===== src/rtl/phase_gen_pkg.sv =====
package phase_gen_pkg;
    localparam int DEF_CHANNELS = 4;
    localparam int DEF_PHASE_W  = 8;

    function automatic int chan_idx_w(input int n);
        return (n > 1) ? $clog2(n) : 1;
    endfunction
endpackage


===== src/rtl/pg_ref_gen.sv =====
module pg_ref_gen #(
    parameter int PHASE_W = phase_gen_pkg::DEF_PHASE_W
) (
    input  logic clk_i,
    input  logic rst_i,
    output logic ref_o,
    output logic wrap_o
);
    localparam logic [PHASE_W-1:0] ONE     = PHASE_W'(1);
    localparam logic [PHASE_W-1:0] CNT_TOP = {PHASE_W{1'b1}};

    typedef struct packed {
        logic [PHASE_W-1:0] cnt;
    } state_t;

    state_t st_d, st_q;

    always_comb begin
        st_d     = st_q;
        st_d.cnt = st_q.cnt + ONE;
    end

    always_ff @(posedge clk_i) begin
        if (rst_i) st_q <= '0;
        else       st_q <= st_d;
    end

    assign ref_o  = ~st_q.cnt[PHASE_W-1];
    assign wrap_o = (st_q.cnt == CNT_TOP);


    cnt_step_chk: assert property (@(posedge clk_i) disable iff (rst_i)
        1'b1 |=> st_q.cnt == $past(st_q.cnt) + ONE);


    ref_rise_chk: assert property (@(posedge clk_i) disable iff (rst_i)
        $rose(ref_o) |-> st_q.cnt == '0);
endmodule


===== src/rtl/pg_phase_bank.sv =====
module pg_phase_bank #(
    parameter int NCH     = phase_gen_pkg::DEF_CHANNELS,
    parameter int PHASE_W = phase_gen_pkg::DEF_PHASE_W,
    parameter int CH_W    = phase_gen_pkg::chan_idx_w(NCH)
) (
    input  logic                   clk_i,
    input  logic                   rst_i,
    input  logic                   wr_en_i,
    input  logic [CH_W-1:0]        wr_ch_i,
    input  logic [PHASE_W-1:0]     wr_phase_i,
    input  logic                   wrap_i,
    output logic [NCH*PHASE_W-1:0] taps_o
);
    typedef struct packed {
        logic [PHASE_W-1:0] shadow;
        logic [PHASE_W-1:0] active;
    } slot_t;

    slot_t [NCH-1:0] st_d, st_q;

    always_comb begin
        st_d = st_q;
        for (int c = 0; c < NCH; c++) begin
            if (wrap_i)
                st_d[c].active = st_q[c].shadow;
            if (wr_en_i && (wr_ch_i == CH_W'(c)))
                st_d[c].shadow = wr_phase_i;
        end
    end

    always_ff @(posedge clk_i) begin
        if (rst_i) st_q <= '0;
        else       st_q <= st_d;
    end

    for (genvar g = 0; g < NCH; g++) begin : g_slot
        localparam logic [CH_W-1:0] IDX = CH_W'(g);

        assign taps_o[g*PHASE_W +: PHASE_W] = st_q[g].active;


        shadow_load_chk: assert property (@(posedge clk_i) disable iff (rst_i)
            (wr_en_i && wr_ch_i == IDX) |=> st_q[g].shadow == $past(wr_phase_i));


        shadow_keep_chk: assert property (@(posedge clk_i) disable iff (rst_i)
            !(wr_en_i && wr_ch_i == IDX) |=> $stable(st_q[g].shadow));


        active_wrap_only_chk: assert property (@(posedge clk_i) disable iff (rst_i)
            !wrap_i |=> $stable(st_q[g].active));
    end
endmodule


===== src/rtl/pg_delay_line.sv =====
module pg_delay_line #(
    parameter int PHASE_W = phase_gen_pkg::DEF_PHASE_W
) (
    input  logic               clk_i,
    input  logic               rst_i,
    input  logic               ref_i,
    input  logic [PHASE_W-1:0] tap_i,
    output logic               out_o
);
    localparam int DEPTH = (1 << PHASE_W) - 1;
    localparam logic [PHASE_W-1:0] ONE = PHASE_W'(1);

    typedef struct packed {
        logic [DEPTH-1:0] stage;
    } state_t;

    state_t st_d, st_q;
    logic [PHASE_W-1:0] sel;

    always_comb begin
        st_d       = st_q;
        st_d.stage = {st_q.stage[DEPTH-2:0], ref_i};
    end

    always_ff @(posedge clk_i) begin
        if (rst_i) st_q <= '0;
        else       st_q <= st_d;
    end

    always_comb begin
        sel   = tap_i - ONE;
        out_o = (tap_i == '0) ? ref_i : st_q.stage[sel];
    end


    first_stage_chk: assert property (@(posedge clk_i) disable iff (rst_i)
        1'b1 |=> st_q.stage[0] == $past(ref_i));
endmodule


===== src/rtl/phase_shift_clkgen.sv =====
module phase_shift_clkgen #(
    parameter int NCH     = phase_gen_pkg::DEF_CHANNELS,
    parameter int PHASE_W = phase_gen_pkg::DEF_PHASE_W,
    parameter int CH_W    = phase_gen_pkg::chan_idx_w(NCH)
) (
    input  logic               clk_i,
    input  logic               rst_i,
    input  logic               wr_en_i,
    input  logic [CH_W-1:0]    wr_ch_i,
    input  logic [PHASE_W-1:0] wr_phase_i,
    output logic [NCH-1:0]     phase_clk_o
);
    logic                   ref_sq;
    logic                   wrap;
    logic [NCH*PHASE_W-1:0] taps;

    pg_ref_gen #(.PHASE_W(PHASE_W)) i_ref (
        .clk_i  (clk_i),
        .rst_i  (rst_i),
        .ref_o  (ref_sq),
        .wrap_o (wrap)
    );

    pg_phase_bank #(.NCH(NCH), .PHASE_W(PHASE_W), .CH_W(CH_W)) i_bank (
        .clk_i      (clk_i),
        .rst_i      (rst_i),
        .wr_en_i    (wr_en_i),
        .wr_ch_i    (wr_ch_i),
        .wr_phase_i (wr_phase_i),
        .wrap_i     (wrap),
        .taps_o     (taps)
    );

    for (genvar g = 0; g < NCH; g++) begin : g_chan
        pg_delay_line #(.PHASE_W(PHASE_W)) i_line (
            .clk_i (clk_i),
            .rst_i (rst_i),
            .ref_i (ref_sq),
            .tap_i (taps[g*PHASE_W +: PHASE_W]),
            .out_o (phase_clk_o[g])
        );
    end


    post_reset_chk: assert property (@(posedge clk_i)
        $fell(rst_i) |-> phase_clk_o == {NCH{1'b1}});
endmodule


===== config.mk =====
export PLATFORM = sky130hd
export DESIGN_NAME = phase_shift_clkgen
export DESIGN_NICKNAME = d
export VERILOG_FILES = /design/src/rtl/phase_gen_pkg.sv /design/src/rtl/pg_ref_gen.sv /design/src/rtl/pg_phase_bank.sv /design/src/rtl/pg_delay_line.sv /design/src/rtl/phase_shift_clkgen.sv
export SDC_FILE = /design/constraint.sdc
export NUM_CORES = 1
export LEC_CHECK = 0
export BUFFER_PORTS_ARGS = -buffer_cell sky130_fd_sc_hd__buf_4
export CORE_UTILIZATION = 40
export CTS_BUF_LIST = sky130_fd_sc_hd__clkbuf_4 sky130_fd_sc_hd__clkbuf_8 sky130_fd_sc_hd__clkbuf_16
export CTS_CLUSTER_DIAMETER = 100
export CTS_CLUSTER_SIZE = 20
export DETAILED_ROUTE_END_ITERATION = 12
export SLEW_MARGIN = 10
export SYNTH_ARGS = -nofsm -noshare
export SYNTH_HDL_FRONTEND = slang
export SYNTH_SLANG_ARGS = --single-unit

===== constraint.sdc =====
create_clock -name clk_i -period 8.7 [get_ports clk_i]
set_input_delay 1.305 -clock clk_i [delete_from_list [all_inputs] [get_ports clk_i]]
set_output_delay 1.305 -clock clk_i [all_outputs]
set_load 0.02 [all_outputs]

# Yosys cells after proc, flatten, opt, wreduce, memory -nomap -nowiden
# Cells that the tools add are included.
# Widths: inputs -> output; s select.
# word_totals
ff_bits,1092
in_bits,13
output_inout_bits,4
elab_cells,48
# op_classes
add_sub_neg,5
order_cmp,4
n_eq_ne,4
muxes,12
bitwise_logic,1
n_reduce_logical,9
# ops
op,count
$lt 8x9->1 const B,4
$bmux 1 s8,4
$logic_not 8->1,4
$sub 8x1->8 const B,4
$add 8x1->8 const B,1
$eq 8x8->1 const B,1
$mux 1,8
$eq 2x2->1 const B,2
$logic_and 1x1->1,4
$eq 2x1->1 const B,1
$logic_not 2->1,1
$not 1->1,1

# Longest topological paths before layout
# logic_depth
depth_word,4
mapped_depth,17

# By module
# Synthesis repeated with hierarchy kept, for this count alone.
# hier_totals
cells_unflattened,3374
area_unflattened_um2,40760.3
# by_module_without_submodules
module,instances,cells_per_inst,area_each_um2,seq_area_each_um2
pg_delay_line,4,772,9452.8,5104.9
pg_phase_bank,1,251,2638.8,1281.2
pg_ref_gen,1,35,310.3,160.2

# Worst setup path after synthesis
# OpenSTA, ideal clock, no wires.
# synth_timing
path_type,register to output
startpoint,"register i_bank.st_q, in the netlist i_bank.taps_o[24]"
endpoint,output phase_clk_o[3]
t_arrival_ps,3600
required_time_ps,7395
path_slack_ps,3795
path_stages_with_launch,18
path_cell_list,dfxtp_1 > buf_2 > buf_2 > inv_1 > buf_1 > ha_1 > buf_4 > buf_2 > buf_2 > buf_1 > mux4_2 > mux2i_1 > nor3_1 > nor4_1 > nand2_1 > nand4_1 > o311ai_2 > buf_4
# synth_via
elab_chain_cells,4
# synth_lines
item,line_no,text
from (decl),pg_phase_bank.sv:19,"slot_t [NCH-1:0] st_d, st_q;"
from (signal assigned),pg_phase_bank.sv:33,else st_q <= st_d;
$sub 8x1->8,pg_delay_line.sv:31,sel = tap_i - ONE;
$bmux 1 s8,pg_delay_line.sv:32,out_o = (tap_i == '0) ? ref_i : st_q.stage[sel];
$mux 1 (implied by the code),pg_delay_line.sv:32,
$mux 1 *,pg_delay_line.sv:32,
to (decl),phase_shift_clkgen.sv:11,output logic [NCH-1:0] phase_clk_o
# Mark *: on every way between the ends. The rest lies on a longest branch, timed or not. The select of a mux whose other input is x is not followed.

# Worst setup path after layout
# layout_timing
startpoint,"register i_bank.st_q, in the netlist i_bank.taps_o[16]"
endpoint,output phase_clk_o[2]
# The elaborated chain is that of the path after synthesis.

==> flow_summary_export.csv <==
group,metric,value,unit
cts,cts_resized,0,
final_layout,layout_common_cells,"dfxtp_1 (323), nor2b_1 (272), mux4_2 (236)",
cts,clockRootBuffer,"clkbuf_16",
run_status,status,"finished, violations left",
yosys,synth.area.top_cells,"dfxtp_1 (34%), mux4_2 (28%), nor2b_1 (8.9%), mux2i_1 (5.4%), nand2_1 (3.6%)",
detailed_routing,viasPerCell,6.28,
grt,antenna_found_initial,0,
yosys,synth_top_flop_cell,"dfxtp_1",
detailed_routing,drc,2,
setup_path,reg2reg_to,"i_bank.taps_o[6]",
placement,io_buffers,16,
detailed_routing,drt_iter0_markers,1385,
detailed_routing,dr.pass1.iters,9,
yosys,syn_inst,1678,
timing,setup_tns,0,ns
yosys,async_reset_ff_share,0,%
yosys,syn-num-nets,1700,
detailed_routing,wirelength,55.3,mm
detailed_routing,vias,13900,
yosys,synth_area_leader_cell,"dfxtp_1",
timing,fmax,154,MHz
detailed_routing,wl_per_cell,24.9,microns
setup_path,path_cells,"clkinv_1, buf_4, ha_2, buf_4, mux4_2, mux4_2, o211ai_1, nand3_1, a32oi_1, nor3_2, buf_4",
setup_path,critical_path_required,7.39,ns
setup_path,rr_worst_depth,4,
cts,post_cts_buffers,0,
cts,htree_num_levels,1,
final_layout,drive_gt1_share,21.7,%
final_layout,nets,1633,
final_layout,area_delta_synth_final,5.68,%
grt,grt_usage,23.4,%
job,max_cap_violations,0,
timing,timing.slew.headroom,7.91,%
placement,gp_congestion,0.933,
placement,hpwl,36.8,mm
setup_path,critical_path_class,"flip-flop to primary output",
timing,finalSetupViolations,0,
yosys,postSynthAreaPerCell,11.3,sq um
cts,numCtsBuffers,20,
die,core-area,0.0468,sq mm
grt,grt_max_degree,151,
setup_path,worstSetupPathDepth,11,
power_and_ir_drop,powerDensity,125,mW/mm^2
die,dieArea,0.0484,sq mm
run_status,violations,"design-rule violations",
cts,cts_buffer_depth,3,
timing,fin_crit_sh,74.8,%
yosys,yosys.cell_types.count,65,
grt,grt_pass1_wl,86.4,mm
yosys,mappedNetlistArea,0.0190,sq mm
timing,hold_viol_final,0,
setup_path,critPathCapture,"phase_clk_o[2]",
timing,timing.hold.ws,0.452,ns
final_layout,final_common_cell,"dfxtp_1",
setup_path,timing.rr.start,"i_ref.st_q[7]",
cts,cts_tree,"built",
setup_path,crit_buf_inv,4,
setup_path,cp_top_family,"adder cells",
setup_path,crit_start,"i_bank.taps_o[16]",
yosys,synth_edf_count,0,
yosys,ys_ff_latch,327,
setup_path,cp.arrival,5.20,ns
setup_path,max_stage_delay,1.06,ns
setup_path,cpMostUsedCell,"buf_4",
final_layout,layoutNonFillerInstCount,2219,
detailed_routing,antenna_left,0,
timing,slew_violations,0,
die,initial_utilization,40.7,%
cts,cts-hold-fix-buffers,0,
die,fp.dieH,220,microns
timing,tightest_slew,1.37,ns
yosys,yosys_warnings,0,
cts,cts_sinks,327,
setup_path,cp-start-kind,"flip-flop",
final_layout,diodes,0,
timing,finClkSkew,0.0154,ns
die,num_rows,79,
timing,rsz0062_at_grt,"false",
yosys,synth_top_cell_area_share,34.4,%
grt,grt_pass1_vias,13800,
cts,clk_latency,0.54,ns
die,pin_count,17,
worst_hold_path,worstHoldPathType,"flip-flop to flip-flop",
final_layout,fillers,4392,
grt,grt-ovfl-total,0,
cts,clk_pin_slew,0.09,ns
placement,dp.cells,2196,
power_and_ir_drop,leakage,6.89,nW
setup_path,reg2reg_slack,6.82,ns
die,die_w,220,microns
timing,fin_crit,6.51,ns
power_and_ir_drop,ir_drop,0.128,mV
setup_path,cp_slowest_cell,"ha_2",
setup_path,cp_max_fo,39,
setup_path,worst_setup_path_end_kind,"primary output",
yosys,seq_area_frac_synth,34.4,%
-- routing by layer --
metal  global-route usage, %  part of all wire, %  up-vias
met2                    36.2                   46      640
met4                    8.23                  3.7        0
met5                       0                    0        -
met1                    32.1                   42     7090
met3                    5.07                  8.5      131
li1                        -                    -     6069
-- cells by family (layout without fill, tap and decap cells) --
logic type / count (synthesis) / count (layout) / share of synthesized area [%]
AO/OA/AOI/OAI: 140 / 140 / 5.16
AND/OR/NAND/NOR: 659 / 659 / 18.5
buffers and inverters: 153 / 87 / 4.44
XOR/XNOR: 41 / 41 / 2.20
adder cells (fa/ha/maj): 9 / 9 / 0.592
multiplexers: 349 / 349 / 34.7
flip-flops: 327 / 327 / 34.4
-- cell usage after synthesis, types with 4 or more instances --
| master | n |
|---|---|
| a31oi_1 | 7 |
| ha_1 | 9 |
| o2111ai_1 | 4 |
| clkbuf_1 | 65 |
| nor2_1 | 55 |
| nand2b_1 | 8 |
| buf_2 | 37 |
| nor4_1 | 11 |
| buf_1 | 7 |
| a32oi_1 | 7 |
| nor3b_1 | 12 |
| a21boi_0 | 4 |
| or4_1 | 5 |
| a211oi_1 | 24 |
| buf_4 | 19 |
| nand3_1 | 50 |
| xor2_1 | 21 |
| dfxtp_1 | 327 |
| nor3_1 | 29 |
| nand2_1 | 181 |
| nor2b_1 | 272 |
| nand3b_1 | 7 |
| mux2i_1 | 103 |
| o221ai_1 | 6 |
| xnor2_1 | 15 |
| or3_1 | 5 |
| o211ai_1 | 6 |
| a21oi_1 | 47 |
| nand4_1 | 7 |
| buf_6 | 10 |
| mux4_2 | 236 |
| inv_1 | 8 |
| o21ai_0 | 11 |
| mux4_1 | 9 |
-- through the flow --
stage                     setup slack, ns  total power [mW]  utilization [%]  cell area [sq um]
after floorplan                      3.80              1.58                -              19000
after global placement               2.87              1.59             41.8              19600
after detailed placement             2.84              1.59             41.8              19600
after CTS                            2.25              2.54             43.0              20100
after global routing                 1.96              2.60             43.0              20100
final                                2.19              2.52             43.0              20100
-- worst min-delay path by stage --
stage                     from           endpoint  slack (ns)  cells past startpoint
2_1_floorplan    i_ref.st_q[0]      i_ref.st_q[0]        0.42                      1
3_3_place_gp     i_ref.st_q[0]      i_ref.st_q[0]        0.43                      1
3_5_place_dp   i_bank.st_q[56]  i_bank.taps_o[24]        0.44                      2
4_1_cts        i_bank.st_q[56]  i_bank.taps_o[24]        0.45                      2
5_1_grt        i_bank.st_q[41]  i_bank.taps_o[17]        0.48                      2
6_report       i_bank.st_q[28]  i_bank.taps_o[12]        0.45                      2
-- layout make-up --
type	instances	area, sq um	share of cell area [%]
Multi-Input combinational cell	1198	11800	58.6
Sequential cell	327	6550	32.6
Tap cell	607	759	3.78
Clock buffer	22	533	2.65
Timing Repair Buffer	55	433	2.15
Inverter	9	33.8	0.168
Clock inverter	1	16.3	0.0809
-- report_power, final --
group          switching [mW]  internal (mW)  leakage, nW  total (mW)
Combinational          0.0340         0.0140         3.98      0.0481
Sequential            0.00482           1.50         2.64        1.51
Clock                   0.526          0.438        0.270       0.964
-- state kept, by name, indices dropped and copies added, names as in the netlist --
register / count
i_bank.taps_o: 32
g_chan.i_line.st_q: 255
i_bank.st_q: 32
i_ref.st_q: 8
-- worst register-to-register path: stages, from the launching register on --
cell and delay (ns):
dfxtp_1 0.71, nand3_1 0.19, or2_2 0.56, nand2_1 0.18, a21oi_1 0.07
Power figures use the tool's default switching activity.
